<file path="src/rtl/via_pp_pkg.sv">
package via_pp_pkg;
   localparam int NUM_PORTS = 2;
   localparam int PORT_A    = 0;
   localparam int PORT_B    = 1;

   // Register addresses (decoded by software, so kept fixed)
   localparam logic [3:0] REG_DATA_B       = 4'd0;
   localparam logic [3:0] REG_DATA_A       = 4'd1;
   localparam logic [3:0] REG_DIR_B        = 4'd2;
   localparam logic [3:0] REG_DIR_A        = 4'd3;
   localparam logic [3:0] REG_CAPTURE_CTL  = 4'd11;
   localparam logic [3:0] REG_EDGE_CTL     = 4'd12;
   localparam logic [3:0] REG_DATA_A_QUIET = 4'd15;

   // Bit positions inside the control registers
   localparam int CAP_A_BIT  = 0;
   localparam int CAP_B_BIT  = 1;
   localparam int EDGE_A_BIT = 0;
   localparam int EDGE_B_BIT = 4;
endpackage

</file>
<file path="src/rtl/via_pp_edge_sync.sv">
module via_pp_edge_sync #(
   parameter int STAGES = 2
) (
   input  logic clk,
   input  logic rst_n,
   input  logic async_in,
   input  logic rise_sel,
   output logic active_edge
);
   if (STAGES < 2) begin : g_bad_stages
      $error("via_pp_edge_sync: STAGES must be at least 2");
   end

   logic [STAGES-1:0] chain_q;
   logic              prev_q;
   logic              synced;

   always_ff @(posedge clk) begin
      if (!rst_n) begin
         chain_q <= '0;
         prev_q  <= 1'b0;
      end else begin
         chain_q <= {chain_q[STAGES-2:0], async_in};
         prev_q  <= chain_q[STAGES-1];
      end
   end

   assign synced = chain_q[STAGES-1];

   always_comb begin
      if (rise_sel) active_edge = synced & ~prev_q;
      else          active_edge = ~synced & prev_q;
   end
endmodule

</file>
<file path="src/rtl/via_pp_port.sv">
module via_pp_port #(
   parameter int W           = 8,
   parameter int SYNC_STAGES = 2
) (
   input  logic         clk,
   input  logic         rst_n,
   input  logic         data_we,
   input  logic         dir_we,
   input  logic [W-1:0] wdata,
   input  logic         cap_en,
   input  logic         rise_sel,
   input  logic         ctl_in,
   input  logic         release_rd,
   input  logic [W-1:0] pins,
   output logic [W-1:0] data_q,
   output logic [W-1:0] dir_q,
   output logic [W-1:0] rd_val
);
   if (W < 1) begin : g_bad_width
      $error("via_pp_port: W must be positive");
   end

   logic         hit;
   logic [W-1:0] snap_q;
   logic         armed_q;
   logic [W-1:0] in_view;

   via_pp_edge_sync #(.STAGES(SYNC_STAGES)) u_sync (
      .clk         (clk),
      .rst_n       (rst_n),
      .async_in    (ctl_in),
      .rise_sel    (rise_sel),
      .active_edge (hit)
   );

   always_ff @(posedge clk) begin
      if (!rst_n) begin
         data_q <= '0;
         dir_q  <= '0;
      end else begin
         if (data_we) data_q <= wdata;
         if (dir_we)  dir_q  <= wdata;
      end
   end

   // Snapshot: one load per arming, re-armed by primary data read
   always_ff @(posedge clk) begin
      if (!rst_n) begin
         snap_q  <= '0;
         armed_q <= 1'b1;
      end else if (!cap_en) begin
         armed_q <= 1'b1;
      end else if (hit && armed_q) begin
         snap_q  <= pins;
         armed_q <= 1'b0;
      end else if (release_rd) begin
         armed_q <= 1'b1;
      end
   end

   assign in_view = cap_en ? snap_q : pins;

   for (genvar b = 0; b < W; b++) begin : g_merge
      assign rd_val[b] = dir_q[b] ? data_q[b] : in_view[b];
   end
endmodule

</file>
<file path="src/rtl/via_port_pair.sv">
module via_port_pair
   import via_pp_pkg::*;
#(
   parameter int W           = 8,
   parameter int AW          = 4,
   parameter int SYNC_STAGES = 2
) (
   input  logic          clk,
   input  logic          rst_n,
   input  logic          bus_sel,
   input  logic          bus_wr,
   input  logic [AW-1:0] bus_addr,
   input  logic [W-1:0]  bus_wdata,
   output logic [W-1:0]  bus_rdata,
   input  logic [W-1:0]  pa_in,
   output logic [W-1:0]  pa_out,
   output logic [W-1:0]  pa_oe,
   input  logic          ca_ctl,
   input  logic [W-1:0]  pb_in,
   output logic [W-1:0]  pb_out,
   output logic [W-1:0]  pb_oe,
   input  logic          cb_ctl
);
   if (W < EDGE_B_BIT + 1) begin : g_bad_w
      $error("via_port_pair: W must hold the edge select bits");
   end
   if (AW < 4) begin : g_bad_aw
      $error("via_port_pair: AW must be at least 4");
   end

   localparam logic [AW-1:0] A_DATA_B  = AW'(REG_DATA_B);
   localparam logic [AW-1:0] A_DATA_A  = AW'(REG_DATA_A);
   localparam logic [AW-1:0] A_DIR_B   = AW'(REG_DIR_B);
   localparam logic [AW-1:0] A_DIR_A   = AW'(REG_DIR_A);
   localparam logic [AW-1:0] A_CAP     = AW'(REG_CAPTURE_CTL);
   localparam logic [AW-1:0] A_EDGE    = AW'(REG_EDGE_CTL);
   localparam logic [AW-1:0] A_QUIET   = AW'(REG_DATA_A_QUIET);

   logic wr_stb, rd_stb;
   assign wr_stb = bus_sel &  bus_wr;
   assign rd_stb = bus_sel & ~bus_wr;

   logic [NUM_PORTS-1:0] cap_en_q;
   logic [NUM_PORTS-1:0] rise_q;
   logic [NUM_PORTS-1:0] ctl_raw;
   logic [NUM_PORTS-1:0][W-1:0] pins, data_q, dir_q, rd_val;

   assign pins[PORT_A]    = pa_in;
   assign pins[PORT_B]    = pb_in;
   assign ctl_raw[PORT_A] = ca_ctl;
   assign ctl_raw[PORT_B] = cb_ctl;

   always_ff @(posedge clk) begin
      if (!rst_n) begin
         cap_en_q <= '0;
         rise_q   <= '0;
      end else if (wr_stb) begin
         if (bus_addr == A_CAP) begin
            cap_en_q[PORT_A] <= bus_wdata[CAP_A_BIT];
            cap_en_q[PORT_B] <= bus_wdata[CAP_B_BIT];
         end
         if (bus_addr == A_EDGE) begin
            rise_q[PORT_A] <= bus_wdata[EDGE_A_BIT];
            rise_q[PORT_B] <= bus_wdata[EDGE_B_BIT];
         end
      end
   end

   for (genvar p = 0; p < NUM_PORTS; p++) begin : g_port
      localparam logic [AW-1:0] DATA_ADDR = (p == PORT_A) ? A_DATA_A : A_DATA_B;
      localparam logic [AW-1:0] DIR_ADDR  = (p == PORT_A) ? A_DIR_A  : A_DIR_B;
      localparam bit HAS_ALIAS = (p == PORT_A);

      logic data_we, dir_we, rel;
      assign data_we = wr_stb && ((bus_addr == DATA_ADDR) ||
                                  (HAS_ALIAS && (bus_addr == A_QUIET)));
      assign dir_we  = wr_stb && (bus_addr == DIR_ADDR);
      assign rel     = rd_stb && (bus_addr == DATA_ADDR);

      via_pp_port #(.W(W), .SYNC_STAGES(SYNC_STAGES)) u_port (
         .clk        (clk),
         .rst_n      (rst_n),
         .data_we    (data_we),
         .dir_we     (dir_we),
         .wdata      (bus_wdata),
         .cap_en     (cap_en_q[p]),
         .rise_sel   (rise_q[p]),
         .ctl_in     (ctl_raw[p]),
         .release_rd (rel),
         .pins       (pins[p]),
         .data_q     (data_q[p]),
         .dir_q      (dir_q[p]),
         .rd_val     (rd_val[p])
      );
   end

   assign pa_out = data_q[PORT_A];
   assign pa_oe  = dir_q[PORT_A];
   assign pb_out = data_q[PORT_B];
   assign pb_oe  = dir_q[PORT_B];

   always_comb begin
      bus_rdata = '0;
      case (bus_addr)
         A_DATA_B:         bus_rdata = rd_val[PORT_B];
         A_DATA_A, A_QUIET: bus_rdata = rd_val[PORT_A];
         A_DIR_B:          bus_rdata = dir_q[PORT_B];
         A_DIR_A:          bus_rdata = dir_q[PORT_A];
         A_CAP: begin
            bus_rdata[CAP_A_BIT] = cap_en_q[PORT_A];
            bus_rdata[CAP_B_BIT] = cap_en_q[PORT_B];
         end
         A_EDGE: begin
            bus_rdata[EDGE_A_BIT] = rise_q[PORT_A];
            bus_rdata[EDGE_B_BIT] = rise_q[PORT_B];
         end
         default:          bus_rdata = '0;
      endcase
   end
endmodule

</file>
<file path="config.mk">
export PLATFORM = sky130hd
export DESIGN_NAME = via_port_pair
export DESIGN_NICKNAME = d
export VERILOG_FILES = /design/src/rtl/via_pp_pkg.sv /design/src/rtl/via_pp_edge_sync.sv /design/src/rtl/via_pp_port.sv /design/src/rtl/via_port_pair.sv
export SDC_FILE = /design/constraint.sdc
export NUM_CORES = 1
export LEC_CHECK = 0
export CORE_ASPECT_RATIO = 1.75
export CORE_MARGIN = 3
export CORE_UTILIZATION = 55
export CTS_CLUSTER_DIAMETER = 30
export CTS_CLUSTER_SIZE = 30
export DETAILED_ROUTE_END_ITERATION = 8
export DONT_BUFFER_PORTS = 1
export PLACE_DENSITY = 0.7
export SYNTH_ARGS = -nofsm -noshare
export SYNTH_HDL_FRONTEND = slang
export SYNTH_SLANG_ARGS = --single-unit
</file>
<file path="constraint.sdc">
create_clock -name clk -period 2 [get_ports clk]
set_input_delay 0.4 -clock clk [delete_from_list [all_inputs] [get_ports clk]]
set_output_delay 0.4 -clock clk [all_outputs]
set_load 0.02 [all_outputs]
</file>
Word-level counts from Yosys, hierarchy flattened

Cells that the tools add are included.

Bits in registers: 60
Input bits: 34
Output and inout port bits: 40
Word-level logic and storage cells: 79

Equality and inequality tests: 6
Muxes and demuxes: 29
Bitwise operators: 11
Reductions and logical operators: 19

Operators by type and width:

| kind                                                 | count |
|---|---|
| 2-to-1 mux 1 bit                                     | 22 |
| 2-to-1 mux 8 bit                                     | 2 |
| equality test 4 bit (second input constant)          | 3 |
| case mux 3 bit (4 select lines)                      | 1 |
| AND reduction 2 bit                                  | 6 |
| case mux 1 bit (5 select lines)                      | 2 |
| equality test 4 x 2 -> 1 bit (second input constant) | 2 |
| logical AND 1 bit                                    | 8 |
| case mux 2 bit (4 select lines)                      | 1 |
| bitwise AND 1 bit                                    | 6 |
| case mux 1 bit (6 select lines)                      | 1 |
| NOT 1 bit                                            | 5 |
| equality test 4 x 1 -> 1 bit (second input constant) | 1 |
| zero test 4 bit                                      | 1 |
| nonzero test 2 bit                                   | 2 |
| OR reduction 2 bit                                   | 1 |
| logical OR 1 bit                                     | 1 |

Logic depth before layout (Yosys ltp)

Word-level depth: 5
Depth in mapped cells: 7
Depth with buffers taken out: 4

Hierarchy

A second synthesis with hierarchy kept.

Cell total of the unflattened synthesis: 332
Area total of the unflattened synthesis: 3,105.5 um^2

Modules (own cells, without submodules):

| module           | instances | cells each | area each (um^2) | seq. area each (um^2) |
|---|---|---|---|---|
| via_pp_port      | 2         | 116        | 1,133.6          | 500.5 |
| via_port_pair    | 1         | 82         | 633.1            | 80.1 |
| via_pp_edge_sync | 2         | 9          | 102.6            | 60.1 |

Least setup slack after synthesis

OpenSTA, ideal clock, no wires.

Kind: input-to-output
From: input port bus_addr[1]
To: output port bus_rdata[2]
Arrival time: 2.113 ns
Required time: 1.600 ns
Path slack: -0.513 ns
Cell stages on the path: 5
Buffers on the path: 1
Cells stage by stage: clkbuf_1 -> or3_1 -> nand2_1 -> nand2_1 -> o311ai_0

Longest elaborated chain between the ends: 3
Elaborated cells between the ends (all ways): 7
Classes of those cells: eq/ne (4); mux (1); reduce/logical (2)

RTL lines:

| what                                                                | line                 | RTL |
|---|---|---|
| start, declared                                                     | via_port_pair.sv:12  | `input logic [AW-1:0] bus_addr,` |
| equality test 4 x 1 -> 1 bit or equality test 4 bit (tied branches) | via_port_pair.sv:104 | `case (bus_addr)` |
| OR reduction 2 bit                                                  | via_port_pair.sv:104 |  |
| case mux 2 bit (4 select lines) *                                   | via_port_pair.sv:104 |  |
| end, declared                                                       | via_port_pair.sv:14  | `output logic [W-1:0] bus_rdata,` |

Every way passes the cells marked *; elsewhere a longest branch is shown, timed or not.

Final worst setup path

From: register cap_en_q[1]
To: output port bus_rdata[4]

Longest elaborated chain between the ends: 3

RTL lines:

| what                            | line                 | RTL |
|---|---|---|
| start, declared                 | via_port_pair.sv:43  | `logic [NUM_PORTS-1:0] cap_en_q;` |
| start signal, assigned by index | via_port_pair.sv:59  | `cap_en_q[PORT_A] <= bus_wdata[CAP_A_BIT];` |
| start signal, assigned by index | via_port_pair.sv:60  | `cap_en_q[PORT_B] <= bus_wdata[CAP_B_BIT];` |
| 2-to-1 mux 8 bit                | via_pp_port.sv:61    | `assign in_view = cap_en ? snap_q : pins;` |
| 2-to-1 mux 1 bit                | via_pp_port.sv:64    | `assign rd_val[b] = dir_q[b] ? data_q[b] : in_view[b];` |
| case mux 1 bit (5 select lines) | via_port_pair.sv:104 |  |

Every way passes these cells.

==> flow_summary.json <==
{
  "grt_usage_pct": 25.07,
  "grt_pass1_wl_microns": 11320,
  "antenna_left": 0,
  "hold_violations": 0,
  "dieArea_sq_um": 6321,
  "start_util_pct": 58.35,
  "multiInputGateArea_sq_um": 1802,
  "crit_required_ns": 1.60,
  "drc": 0,
  "h-tree-depth": 3,
  "p_per_area_nw_per_um2": 684.9,
  "gp_congestion": 0.8926,
  "syn_area_per_cell_sq_um": 10.05,
  "cp.arrival_ns": 1.55,
  "num_antenna_cells": 0,
  "regToRegEndpoint": "g_port[0].u_port.snap_q[6]",
  "worstSetupPathType": "reg -> out",
  "synth_ff_type": "dfxtp_1",
  "hold_end": "g_port[0].u_port.armed_q",
  "skew_ns": 0.005156,
  "io_buffers": 0,
  "vias_per_cell": 6.141,
  "n_fill_cell": 425,
  "clkTransAtPathRegs_ns": 0.06,
  "final_cell_mix": "67 x mux2i_1, 56 x dfxtp_1, 52 x nor2b_1",
  "ys_seq_elements": 60,
  "routedWlPerCell_microns": 20.11,
  "final_nets": 338,
  "grt_max_degree": 61,
  "rows": 34,
  "synth_area_sq_um": 2954,
  "route.final.wire_length_microns": 7279,
  "r2r_slack_ns": 0.28,
  "critPathMaxFanout": 5,
  "cts_buffer_depth": 2,
  "clkLatencyLatePin_ns": 0.34,
  "synth_warnings": 0,
  "r2r_cells": 4,
  "overflow": 0,
  "min_path_cells": 1,
  "die_w_microns": 61.40,
  "synthesis.nets": 328,
  "tns_ns": 0,
  "leakage_nw": 1.146,
  "fin_crit_sh_pct": 97.47,
  "final_common_cell": "mux2i_1",
  "min_path_type": "in -> reg",
  "clock-sinks": 60,
  "status": "finished, final reports clean",
  "first_pass_iters": 4,
  "cts_root_buf": "clkbuf_8",
  "ys_async_sr_fraction_pct": 0,
  "relSlewSlack_pct": 63.97,
  "syn-instance-count": 294,
  "hold_path_startpoint": "rst_n",
  "timing.fmax_mhz": 513.0,
  "grt_pass1_vias": 2214,
  "drt-initial-drc-count": 76,
  "cap_violations": 0,
  "start_kind": "register",
  "vias": 2223,
  "maxSlewViolCount": 0,
  "core_sq_um": 5062,
  "antenna_found_initial": 0,
  "dp_hpwl_microns": 5249,
  "numCtsBuffers": 9,
  "synth_edf_count": 0,
  "top_level_ports": 74,
  "final_cell_area_sq_um": 3367,
  "synthDistinctLibCells": 38,
  "fin_crit_ns": 1.949,
  "yosysSeqAreaShare_pct": 40.66,
  "ff_latch_area_sq_um": 1209,
  "timing.rr.start": "rise_q[0]",
  "cp-end-kind": "primary output",
  "drive_gt1_share_pct": 17.86,
  "setup_viol": 0,
  "postPlaceCellArea_sq_um": 3144,
  "tightestPinTransition_ns": 0.5356,
  "cts_tree": "done",
  "rsz0062_at_grt": "true",
  "syn2layout_area_growth_pct": 13.98,
  "ir_drop_uv": 563.9,
  "die_height_microns": 103.0
}
-- cell families (layout without fill, tap and decap cells) --
family                 Yosys count  in the layout  synth area share, %
flip-flops                      60             60                40.66
multiplexers                    69             69                23.42
AO/OA/AOI/OAI                   42             42                11.69
buffers and inverters           16             30                2.837
AND/OR/NAND/NOR                107            107                21.39
-- metal layers --
| metal | vias up | GRT usage [%] | routed length [microns] | part of all wire, % |
|---|---|---|---|---|
| met2 | 70 | 38.66 | 3670 | 50 |
| met3 | 13 | 10.90 | 548 | 7.5 |
| met1 | 1059 | 29.27 | 2889 | 40 |
| li1 | 1081 | - | - | - |
| met5 | - | 0 | 0 | 0 |
| met4 | 0 | 12.09 | 170 | 2.3 |
-- cell usage after synthesis (all sizes together) (2+ instances only) --
cell type	instances	share of area [%]
or3b	2	0.59
a21oi	7	2.3
o21ai	2	0.34
o31a	5	1.5
dfxtp	60	41
nand3b	2	0.51
nand4	7	1.5
a21boi	5	1.3
o211ai	11	2.8
o311ai	5	1.5
mux2i	68	23
and2	6	1.3
nand2	12	1.5
nor2b	52	11
clkbuf	11	1.4
nor2	9	1.1
nor3	5	1.2
buf	5	1.4
nand3	5	0.85
-- report_power, final --
part           switching, mW  internal [mW]
clock                  0.439          0.506
sequential            0.0161           1.21
combinational         0.0715         0.0679
total                  0.526           1.78
-- sequential cells by signal, indices dropped and copies added, names as in the netlist --
register / count
g_port.u_port.u_sync.chain_q: 4
g_port.u_port.snap_q: 16
g_port.u_port.armed_q: 2
g_port.u_port.dir_q: 16
g_port.u_port.data_q: 16
rise_q: 2
g_port.u_port.u_sync.prev_q: 2
cap_en_q: 2
-- critical path, cell delays in order, from the launching register on --
cell and delay (ns):
dfxtp_4 0.38, mux2i_2 0.25, nor2_2 0.08, o31ai_2 0.19, o211ai_1 0.13, buf_4 0.17
-- how the worst max path moves through the flow --
stage | from | end | slack (ns) | cells after the start
global placement | bus_addr[3] | bus_rdata[2] | 0.13 | 4
detailed placement | bus_addr[3] | bus_rdata[2] | 0.12 | 4
CTS | cap_en_q[1] | bus_rdata[4] | -0.02 | 5
global route | cap_en_q[1] | bus_rdata[4] | -0.01 | 5
floorplan | bus_addr[1] | bus_rdata[4] | 0.02 | 5
finish | cap_en_q[1] | bus_rdata[4] | 0.05 | 5
-- layout make-up --
type / count / share of cell area [%]
multi-input combinational: 218 / 53.51
sequential: 60 / 35.90
timing repair buffer: 15 / 3.567
tap: 54 / 2.007
clock buffer: 13 / 4.719
clock inverter: 2 / 0.2973
-- stage by stage --
stage / power (mW) / util (%) / hold slack, ns / cells / worst slack [ns]
6_report: 2.306 / 66.51 / 0.1560 / 362 / 0.05064
5_1_grt: 2.394 / 66.51 / 0.1421 / 362 / -0.01299
3_3_place_gp: 1.384 / 62.11 / 0.4208 / 345 / 0.1314
2_1_floorplan: 1.382 / - / 0.4119 / 294 / 0.01656
4_1_cts: 2.329 / 66.16 / 0.1358 / 361 / -0.01616
3_5_place_dp: 1.385 / 62.11 / 0.4278 / 345 / 0.1214
-- timing repair --
item	4_1_cts	5_1_grt
gates resized for setup	9	4
pin swaps	4	5
setup endpoints to repair	6	5
buffers inserted	1	1
hold buffers	0	0
Note: power is estimated with default switching activity, not from simulation.
